## config.mk

```make
export PLATFORM = sky130hd
export DESIGN_NAME = flash_cmd_seq
export DESIGN_NICKNAME = d
export VERILOG_FILES = /design/src/rtl/flash_seq_pkg.sv /design/src/rtl/flash_seq_ctrl.sv /design/src/rtl/flash_seq_dp.sv /design/src/rtl/flash_cmd_seq.sv
export SDC_FILE = /design/constraint.sdc
export NUM_CORES = 2
export LEC_CHECK = 0
export BUFFER_PORTS_ARGS = -buffer_cell sky130_fd_sc_hd__buf_4
export CAP_MARGIN = 20
export CORE_MARGIN = 8
export CORE_UTILIZATION = 40
export CTS_BUF_LIST = sky130_fd_sc_hd__clkbuf_4 sky130_fd_sc_hd__clkbuf_8
export DETAILED_ROUTE_END_ITERATION = 10
export GPL_ROUTABILITY_DRIVEN = 0
export PLACE_DENSITY = 0.53
export SLEW_MARGIN = 20
export SYNTH_ARGS = -nofsm -noshare
export SYNTH_HDL_FRONTEND = slang
export SYNTH_SLANG_ARGS = --single-unit
export TNS_END_PERCENT = 10
```

## constraint.sdc

```tcl
create_clock -name clk -period 4.2 [get_ports clk]
set_input_delay 0.84 -clock clk [delete_from_list [all_inputs] [get_ports clk]]
set_output_delay 0.84 -clock clk [all_outputs]
set_load 0.005 [all_outputs]
```

## src/rtl/flash_seq_pkg.sv

```systemverilog
`timescale 1ns/1ps
package flash_seq_pkg;

  localparam logic [11:0] KEY_ADDR_A  = 12'h555;
  localparam logic [11:0] KEY_ADDR_B  = 12'h2AA;
  localparam logic [7:0]  KEY_FIRST   = 8'hAA;
  localparam logic [7:0]  KEY_SECOND  = 8'h55;
  localparam logic [7:0]  KEY_PROGRAM = 8'hA0;
  localparam logic [7:0]  KEY_ERASE   = 8'h80;
  localparam logic [7:0]  KEY_CONFIRM = 8'h30;

  typedef enum logic [2:0] {
    ST_IDLE,
    ST_GOT1,
    ST_GOT2,
    ST_PGM,
    ST_ER3,
    ST_ER4,
    ST_ER5,
    ST_BUSY
  } seqState_t;

  typedef struct packed {
    logic latch;    // capture target this cycle
    logic commit;   // apply update this cycle
    logic opErase;  // operation kind for latch/commit/poll
    logic busy;     // operation in progress
  } seqStrb_t;

endpackage

```

## src/rtl/flash_seq_ctrl.sv

```systemverilog
`timescale 1ns/1ps
module flash_seq_ctrl
  import flash_seq_pkg::*;
#(
  parameter int unsigned ADDR_W    = 12,
  parameter int unsigned PROG_CYC  = 8,
  parameter int unsigned ERASE_CYC = 40
) (
  input  logic              clk,
  input  logic              rstN,
  input  logic              wrEn,
  input  logic [ADDR_W-1:0] addr,
  input  logic [7:0]        cmdByte,
  output seqStrb_t          strb
);

  localparam int unsigned MAX_CYC = (PROG_CYC > ERASE_CYC) ? PROG_CYC : ERASE_CYC;
  localparam int unsigned CNT_W   = $clog2(MAX_CYC + 1);

  seqState_t        state, stateNext;
  logic [CNT_W-1:0] cnt;
  logic             opReg;
  logic             isKeyA, isKeyB, latchNow, commitNow;

  assign isKeyA = (addr == ADDR_W'(KEY_ADDR_A));
  assign isKeyB = (addr == ADDR_W'(KEY_ADDR_B));

  always_comb begin
    stateNext = state;
    latchNow  = 1'b0;
    unique case (state)
      ST_IDLE: if (wrEn) stateNext = (isKeyA && cmdByte == KEY_FIRST) ? ST_GOT1 : ST_IDLE;
      ST_GOT1: if (wrEn) stateNext = (isKeyB && cmdByte == KEY_SECOND) ? ST_GOT2 : ST_IDLE;
      ST_GOT2: if (wrEn) begin
        if (isKeyA && cmdByte == KEY_PROGRAM)    stateNext = ST_PGM;
        else if (isKeyA && cmdByte == KEY_ERASE) stateNext = ST_ER3;
        else                                     stateNext = ST_IDLE;
      end
      ST_PGM: if (wrEn) begin
        stateNext = ST_BUSY;
        latchNow  = 1'b1;
      end
      ST_ER3: if (wrEn) stateNext = (isKeyA && cmdByte == KEY_FIRST) ? ST_ER4 : ST_IDLE;
      ST_ER4: if (wrEn) stateNext = (isKeyB && cmdByte == KEY_SECOND) ? ST_ER5 : ST_IDLE;
      ST_ER5: if (wrEn) begin
        if (cmdByte == KEY_CONFIRM) begin
          stateNext = ST_BUSY;
          latchNow  = 1'b1;
        end else begin
          stateNext = ST_IDLE;
        end
      end
      ST_BUSY: if (cnt == CNT_W'(1)) stateNext = ST_IDLE;
      default: stateNext = ST_IDLE;
    endcase
  end

  assign commitNow = (state == ST_BUSY) && (cnt == CNT_W'(1));

  always_ff @(posedge clk) begin
    if (!rstN) begin
      state <= ST_IDLE;
      cnt   <= '0;
      opReg <= 1'b0;
    end else begin
      state <= stateNext;
      if (latchNow) begin
        cnt   <= (state == ST_ER5) ? CNT_W'(ERASE_CYC) : CNT_W'(PROG_CYC);
        opReg <= (state == ST_ER5);
      end else if (state == ST_BUSY) begin
        cnt <= cnt - CNT_W'(1);
      end
    end
  end

  assign strb.latch   = latchNow;
  assign strb.commit  = commitNow;
  assign strb.busy    = (state == ST_BUSY);
  assign strb.opErase = (state == ST_BUSY) ? opReg : (state == ST_ER5);

  initial begin
    cyc_param_chk: assert (PROG_CYC >= 1 && ERASE_CYC >= 1);
  end


  busy_fall_chk: assert property (@(posedge clk) disable iff (!rstN)
    $fell(strb.busy) |-> $past(strb.commit));


  commit_in_busy_chk: assert property (@(posedge clk) disable iff (!rstN)
    strb.commit |-> strb.busy);


  busy_hold_chk: assert property (@(posedge clk) disable iff (!rstN)
    strb.busy && !strb.commit |=> strb.busy && $stable(strb.opErase));


  start_only_latch_chk: assert property (@(posedge clk) disable iff (!rstN)
    !strb.busy && !strb.latch |=> !strb.busy);

endmodule

```

## src/rtl/flash_seq_dp.sv

```systemverilog
`timescale 1ns/1ps
module flash_seq_dp
  import flash_seq_pkg::*;
#(
  parameter int unsigned DATA_W        = 32,
  parameter int unsigned SECTORS       = 8,
  parameter int unsigned WORDS_PER_SEC = 8,
  localparam int unsigned DEPTH = SECTORS * WORDS_PER_SEC,
  localparam int unsigned IDX_W = $clog2(DEPTH)
) (
  input  logic              clk,
  input  logic              rstN,
  input  seqStrb_t          strb,
  input  logic              rdEn,
  input  logic [IDX_W-1:0]  idx,
  input  logic [DATA_W-1:0] wrData,
  output logic [DATA_W-1:0] rdData
);

  localparam int unsigned WPS_W = $clog2(WORDS_PER_SEC);
  localparam int unsigned SEC_W = IDX_W - WPS_W;

  logic [IDX_W-1:0]  tgtIdx;
  logic [DATA_W-1:0] tgtData;
  logic [DATA_W-1:0] mem [DEPTH];
  logic [DATA_W-1:0] pollWord;

  always_ff @(posedge clk) begin
    if (!rstN) begin
      tgtIdx  <= '0;
      tgtData <= '1;
    end else if (strb.latch) begin
      tgtIdx  <= idx;
      tgtData <= strb.opErase ? '1 : wrData;
    end
  end

  for (genvar w = 0; w < DEPTH; w++) begin : g_word
    logic [DATA_W-1:0] wordQ;
    logic              hitSec, hitWord;
    assign hitSec  = (tgtIdx[IDX_W-1:WPS_W] == SEC_W'(w / WORDS_PER_SEC));
    assign hitWord = (tgtIdx == IDX_W'(w));
    always_ff @(posedge clk) begin
      if (!rstN) begin
        wordQ <= '1;
      end else if (strb.commit) begin
        if (strb.opErase && hitSec)        wordQ <= '1;
        else if (!strb.opErase && hitWord) wordQ <= wordQ & tgtData;
      end
    end
    assign mem[w] = wordQ;
  end

  always_comb begin
    pollWord    = '0;
    pollWord[7] = ~tgtData[7];
  end

  always_ff @(posedge clk) begin
    if (!rstN)     rdData <= '0;
    else if (rdEn) rdData <= strb.busy ? pollWord : mem[idx];
  end


  prog_and_chk: assert property (@(posedge clk) disable iff (!rstN)
    strb.commit && !strb.opErase |=>
      mem[$past(tgtIdx)] == ($past(mem[tgtIdx]) & $past(tgtData)));


  erase_fill_chk: assert property (@(posedge clk) disable iff (!rstN)
    strb.commit && strb.opErase |=>
      mem[{$past(tgtIdx[IDX_W-1:WPS_W]), {WPS_W{1'b0}}}] == '1 &&
      mem[{$past(tgtIdx[IDX_W-1:WPS_W]), {WPS_W{1'b1}}}] == '1);


  tgt_hold_chk: assert property (@(posedge clk) disable iff (!rstN)
    strb.busy |=> $stable(tgtData) && $stable(tgtIdx));


  poll_chk: assert property (@(posedge clk) disable iff (!rstN)
    rdEn && strb.busy |=> rdData[7] != $past(tgtData[7]) && rdData[6:0] == '0);

endmodule

```

## src/rtl/flash_cmd_seq.sv

```systemverilog
`timescale 1ns/1ps
module flash_cmd_seq
  import flash_seq_pkg::*;
#(
  parameter int unsigned ADDR_W        = 12,
  parameter int unsigned DATA_W        = 32,
  parameter int unsigned SECTORS       = 8,
  parameter int unsigned WORDS_PER_SEC = 8,
  parameter int unsigned PROG_CYC      = 8,
  parameter int unsigned ERASE_CYC     = 40
) (
  input  logic              clk,
  input  logic              rstN,
  input  logic              wrEn,
  input  logic              rdEn,
  input  logic [ADDR_W-1:0] addr,
  input  logic [DATA_W-1:0] wrData,
  output logic [DATA_W-1:0] rdData,
  output logic              busy
);

  localparam int unsigned IDX_W = $clog2(SECTORS * WORDS_PER_SEC);

  seqStrb_t strb;

  flash_seq_ctrl #(
    .ADDR_W(ADDR_W), .PROG_CYC(PROG_CYC), .ERASE_CYC(ERASE_CYC)
  ) ctrl_i (
    .clk(clk), .rstN(rstN), .wrEn(wrEn), .addr(addr),
    .cmdByte(wrData[7:0]), .strb(strb)
  );

  flash_seq_dp #(
    .DATA_W(DATA_W), .SECTORS(SECTORS), .WORDS_PER_SEC(WORDS_PER_SEC)
  ) dp_i (
    .clk(clk), .rstN(rstN), .strb(strb), .rdEn(rdEn),
    .idx(addr[IDX_W-1:0]), .wrData(wrData), .rdData(rdData)
  );

  assign busy = strb.busy;

endmodule

```

==> impl_metrics.json <==
{
  "cp-end-kind": "flop",
  "core_area_um2": 202000,
  "clock_latency_ns": 1.10,
  "post_synth_instance_area_um2": 81300,
  "cap_violations": 0,
  "finalHoldWorstSlack_ns": 0.0933,
  "boundaryPins": 81,
  "io_buffer_count": 80,
  "grt_overflow": 0,
  "final-setup-viol-count": 0,
  "route.vias.total": 66312,
  "hpwlAfterDp_um": 176000,
  "max_stage_delay_ns": 0.67,
  "numClockSinks": 2128,
  "number_of_antenna_violations_at_the_first_check_in_global_routing": 27,
  "path_clk_slew_ns": 0.07,
  "grt.total_usage": 0.262,
  "worst_hold_path_type": "in -> reg",
  "die_h_um": 467,
  "cts_buffers": 370,
  "crit_chain": "nand2_1 > a21o_1 > a21oi_1 > nand2_1 > buf_12 > o21ai_0 > nand2_1",
  "synth-seq-area-share": 0.524,
  "status": "finished clean",
  "clk_path_buf_depth": 4,
  "wl_met3_um": 22900,
  "antenna_left": 0,
  "first_pass_iteration_count_of_the_detailed_router": 8,
  "finalWirelength_um": 295000,
  "tritoncts": "yes",
  "grt_pass1_vias": 64181,
  "critical-path-top-cell-by-count": "nand2_1",
  "path_class": "reg -> reg",
  "slew_hr": 0.208,
  "critical_path_required_ns": 5.09,
  "cp-start-kind": "flop",
  "syn-instance-count": 8534,
  "totalNegativeSetupSlack_ns": 0,
  "chip_width_um": 467,
  "yosysWarningCount": 0,
  "yosys-top-cells-area": "dfxtp_1 (52%), mux4_2 (14%), o21ai_0 (13%)",
  "synth-seq-cells": 2128,
  "route.detailed.wl_per_inst_um": 25.9,
  "floorplan.initialDensity": 0.402,
  "total_leakage_power_nw": 31.4,
  "net_count_final": 8503,
  "m1WireLength_um": 122000,
  "power.density_cell_area_nw_per_um2": 448,
  "synth_nets": 8584,
  "finalHoldViolCount": 0,
  "cp.arrival_ns": 4.13,
  "first_drt_iteration_drcs": 7159,
  "report.final.slew_viol_count": 0,
  "critPathMaxFanout": 24,
  "timing.critical_path.slowest_stage_cell": "nand2_1",
  "yosys.cell_types.count": 63,
  "n_fill_cell": 18857,
  "yosys_most_used_dff": "dfxtp_1",
  "post_cts.repair.setup_buffers": 0,
  "cts.htree.levels": 5,
  "max-vdd-ir-drop_uv": 322,
  "postSynth.asyncResetShare": 0,
  "grt_start_max_net_pins": 152,
  "area_growth_syn_to_layout_pct": 13.9,
  "commonest_non_fill_non_tap_cell_in_the_layout": "nand2_1",
  "post-route-drc-count": 0,
  "finalWorstPathRequiredPeriod_ns": 3.24,
  "layout-drive-gt1-share": 0.181,
  "pwr_total_mw": 41.5,
  "area_leader_netlist": "dfxtp_1",
  "dr_wl_met2_um": 135000,
  "rsz0062_at_grt": "no",
  "period_utilization": 0.771,
  "clockRootBuffer": "clkbuf_8",
  "fin_worst_skew_ns": 0.0703,
  "die_area_um2": 218000,
  "synth_top_area_frac": 0.524,
  "final_cell_mix": "nand2_1 (2186), dfxtp_1 (2096), o21ai_0 (2041)",
  "wire_length_of_the_first_global_routing_pass_um": 433000,
  "post_synth_edffs": 0,
  "fmax_mhz": 309,
  "synthesis.area_per_instance_um2": 9.53,
  "avgViaCountPerCell": 5.83,
  "floorplan.rows": 165,
  "maxUsedRoutingLayer": "met5",
  "worst_pin_slew_ns": 1.17
}
registers in the layout (all words and copies together) (netlist names):
register / flops
dp_i.tgtData: 32
dp_i.tgtIdx: 6
ctrl_i.cnt: 6
ctrl_i.opReg: 1
dp_i.rdData: 32
dp_i.g_word.wordQ: 2048
ctrl_i.state: 3
worst paths after layout:
| path | endpoint | slack (ns) | start | cells past startpoint |
|---|---|---|---|---|
| max reg2reg | dp_i.g_word[1].wordQ[6] | 0.96 | ctrl_i.state[1] | 7 |
| max | dp_i.g_word[1].wordQ[6] | 0.96 | ctrl_i.state[1] | 7 |
| min reg2reg | dp_i.tgtData[0] | 0.45 | dp_i.tgtData[0] | 1 |
| min | dp_i.tgtData[5] | 0.09 | wrData[5] | 2 |
where the power goes:
group / leakage [nW] / internal [mW] / switching [mW] / total [mW]
Clock: 3.99 / 10.9 / 8.39 / 19.3
Combinational: 10.2 / 0.609 / 1.24 / 1.84
Sequential: 17.2 / 20.2 / 0.109 / 20.3
Total: 31.4 / 31.7 / 9.74 / 41.5
final cells by class:
cell class                      instances  area [um2]  area share
Timing Repair Buffer                  405        3870      0.0417
Tap cell                             2672        3340      0.0361
Inverter                               22        83.8    0.000905
Clock buffer                          572        7110      0.0767
Clock inverter                         43         333     0.00359
Multi-Input combinational cell       5526       35300       0.381
Sequential cell                      2128       42600       0.460
Antenna cell                           10        25.0    0.000270
synthesized netlist by cell type, types with 5 or more instances:
master	n
nand2_1	2204
dfxtp_1	2128
o21ai_0	2042
clkbuf_1	658
mux4_2	490
buf_2	144
mux2i_1	127
a21oi_1	97
nor2_1	64
a22oi_1	58
nor3_1	57
o21ai_1	52
o22ai_1	41
o22a_1	32
buf_4	31
a211oi_1	28
mux2_2	21
buf_1	19
a22o_1	18
inv_1	18
nand4_1	17
o221ai_1	16
nor2b_1	15
nand3_1	13
and3_1	11
nand2b_1	11
a31oi_1	10
a221o_1	7
a221oi_1	7
a32oi_1	7
buf_6	6
nand3b_1	6
a21boi_0	5
a21boi_1	5
logic make-up (layout without fill, tap and decap cells):
logic type / Yosys count / in the layout / synth area share
xor+xnor: 4 / 4 / 0.000431
compound gates: 2451 / 2451 / 0.160
other cells: 0 / 10 / 0
buf+inv: 880 / 1042 / 0.0448
flops: 2128 / 2128 / 0.524
simple gates: 2431 / 2431 / 0.117
mux: 638 / 638 / 0.154
fa+ha+maj: 2 / 2 / 0.000308
per-stage QoR:
stage | cell area [um2] | setup slack [ns] | utilization | std cells
2_1_floorplan | 81300 | 1.53 | - | 8534
3_5_place_dp | 84900 | 0.369 | 0.420 | 10721
6_report | 92700 | 0.962 | 0.458 | 11378
5_1_grt | 92600 | 0.850 | 0.458 | 11371
3_3_place_gp | 84900 | 0.0745 | 0.420 | 10721
4_1_cts | 92600 | 1.09 | 0.458 | 11367
timing repair:
item | in CTS | in global routing
setup endpoints to repair | 0 | 0
endpoints found under the hold margin | 31 | 0
hold buffers | 31 | 0
resized for setup | 0 | 0
critical path: cells and delay by family (launching register included):
kind | cells | cell delay, ns
buffers and inverters | 1 | 0.42
DFF | 1 | 0.54
AOI/OAI and AO/OA | 3 | 1.20
and+or+nand+nor | 3 | 0.85
per-layer routing:
metal | vias to the layer above | GRT usage
met5 | - | 0
met4 | 10 | 0.132
met3 | 701 | 0.0432
met2 | 2948 | 0.419
met1 | 33103 | 0.345
li1 | 29550 | -
Power figures use the tool's default switching activity.
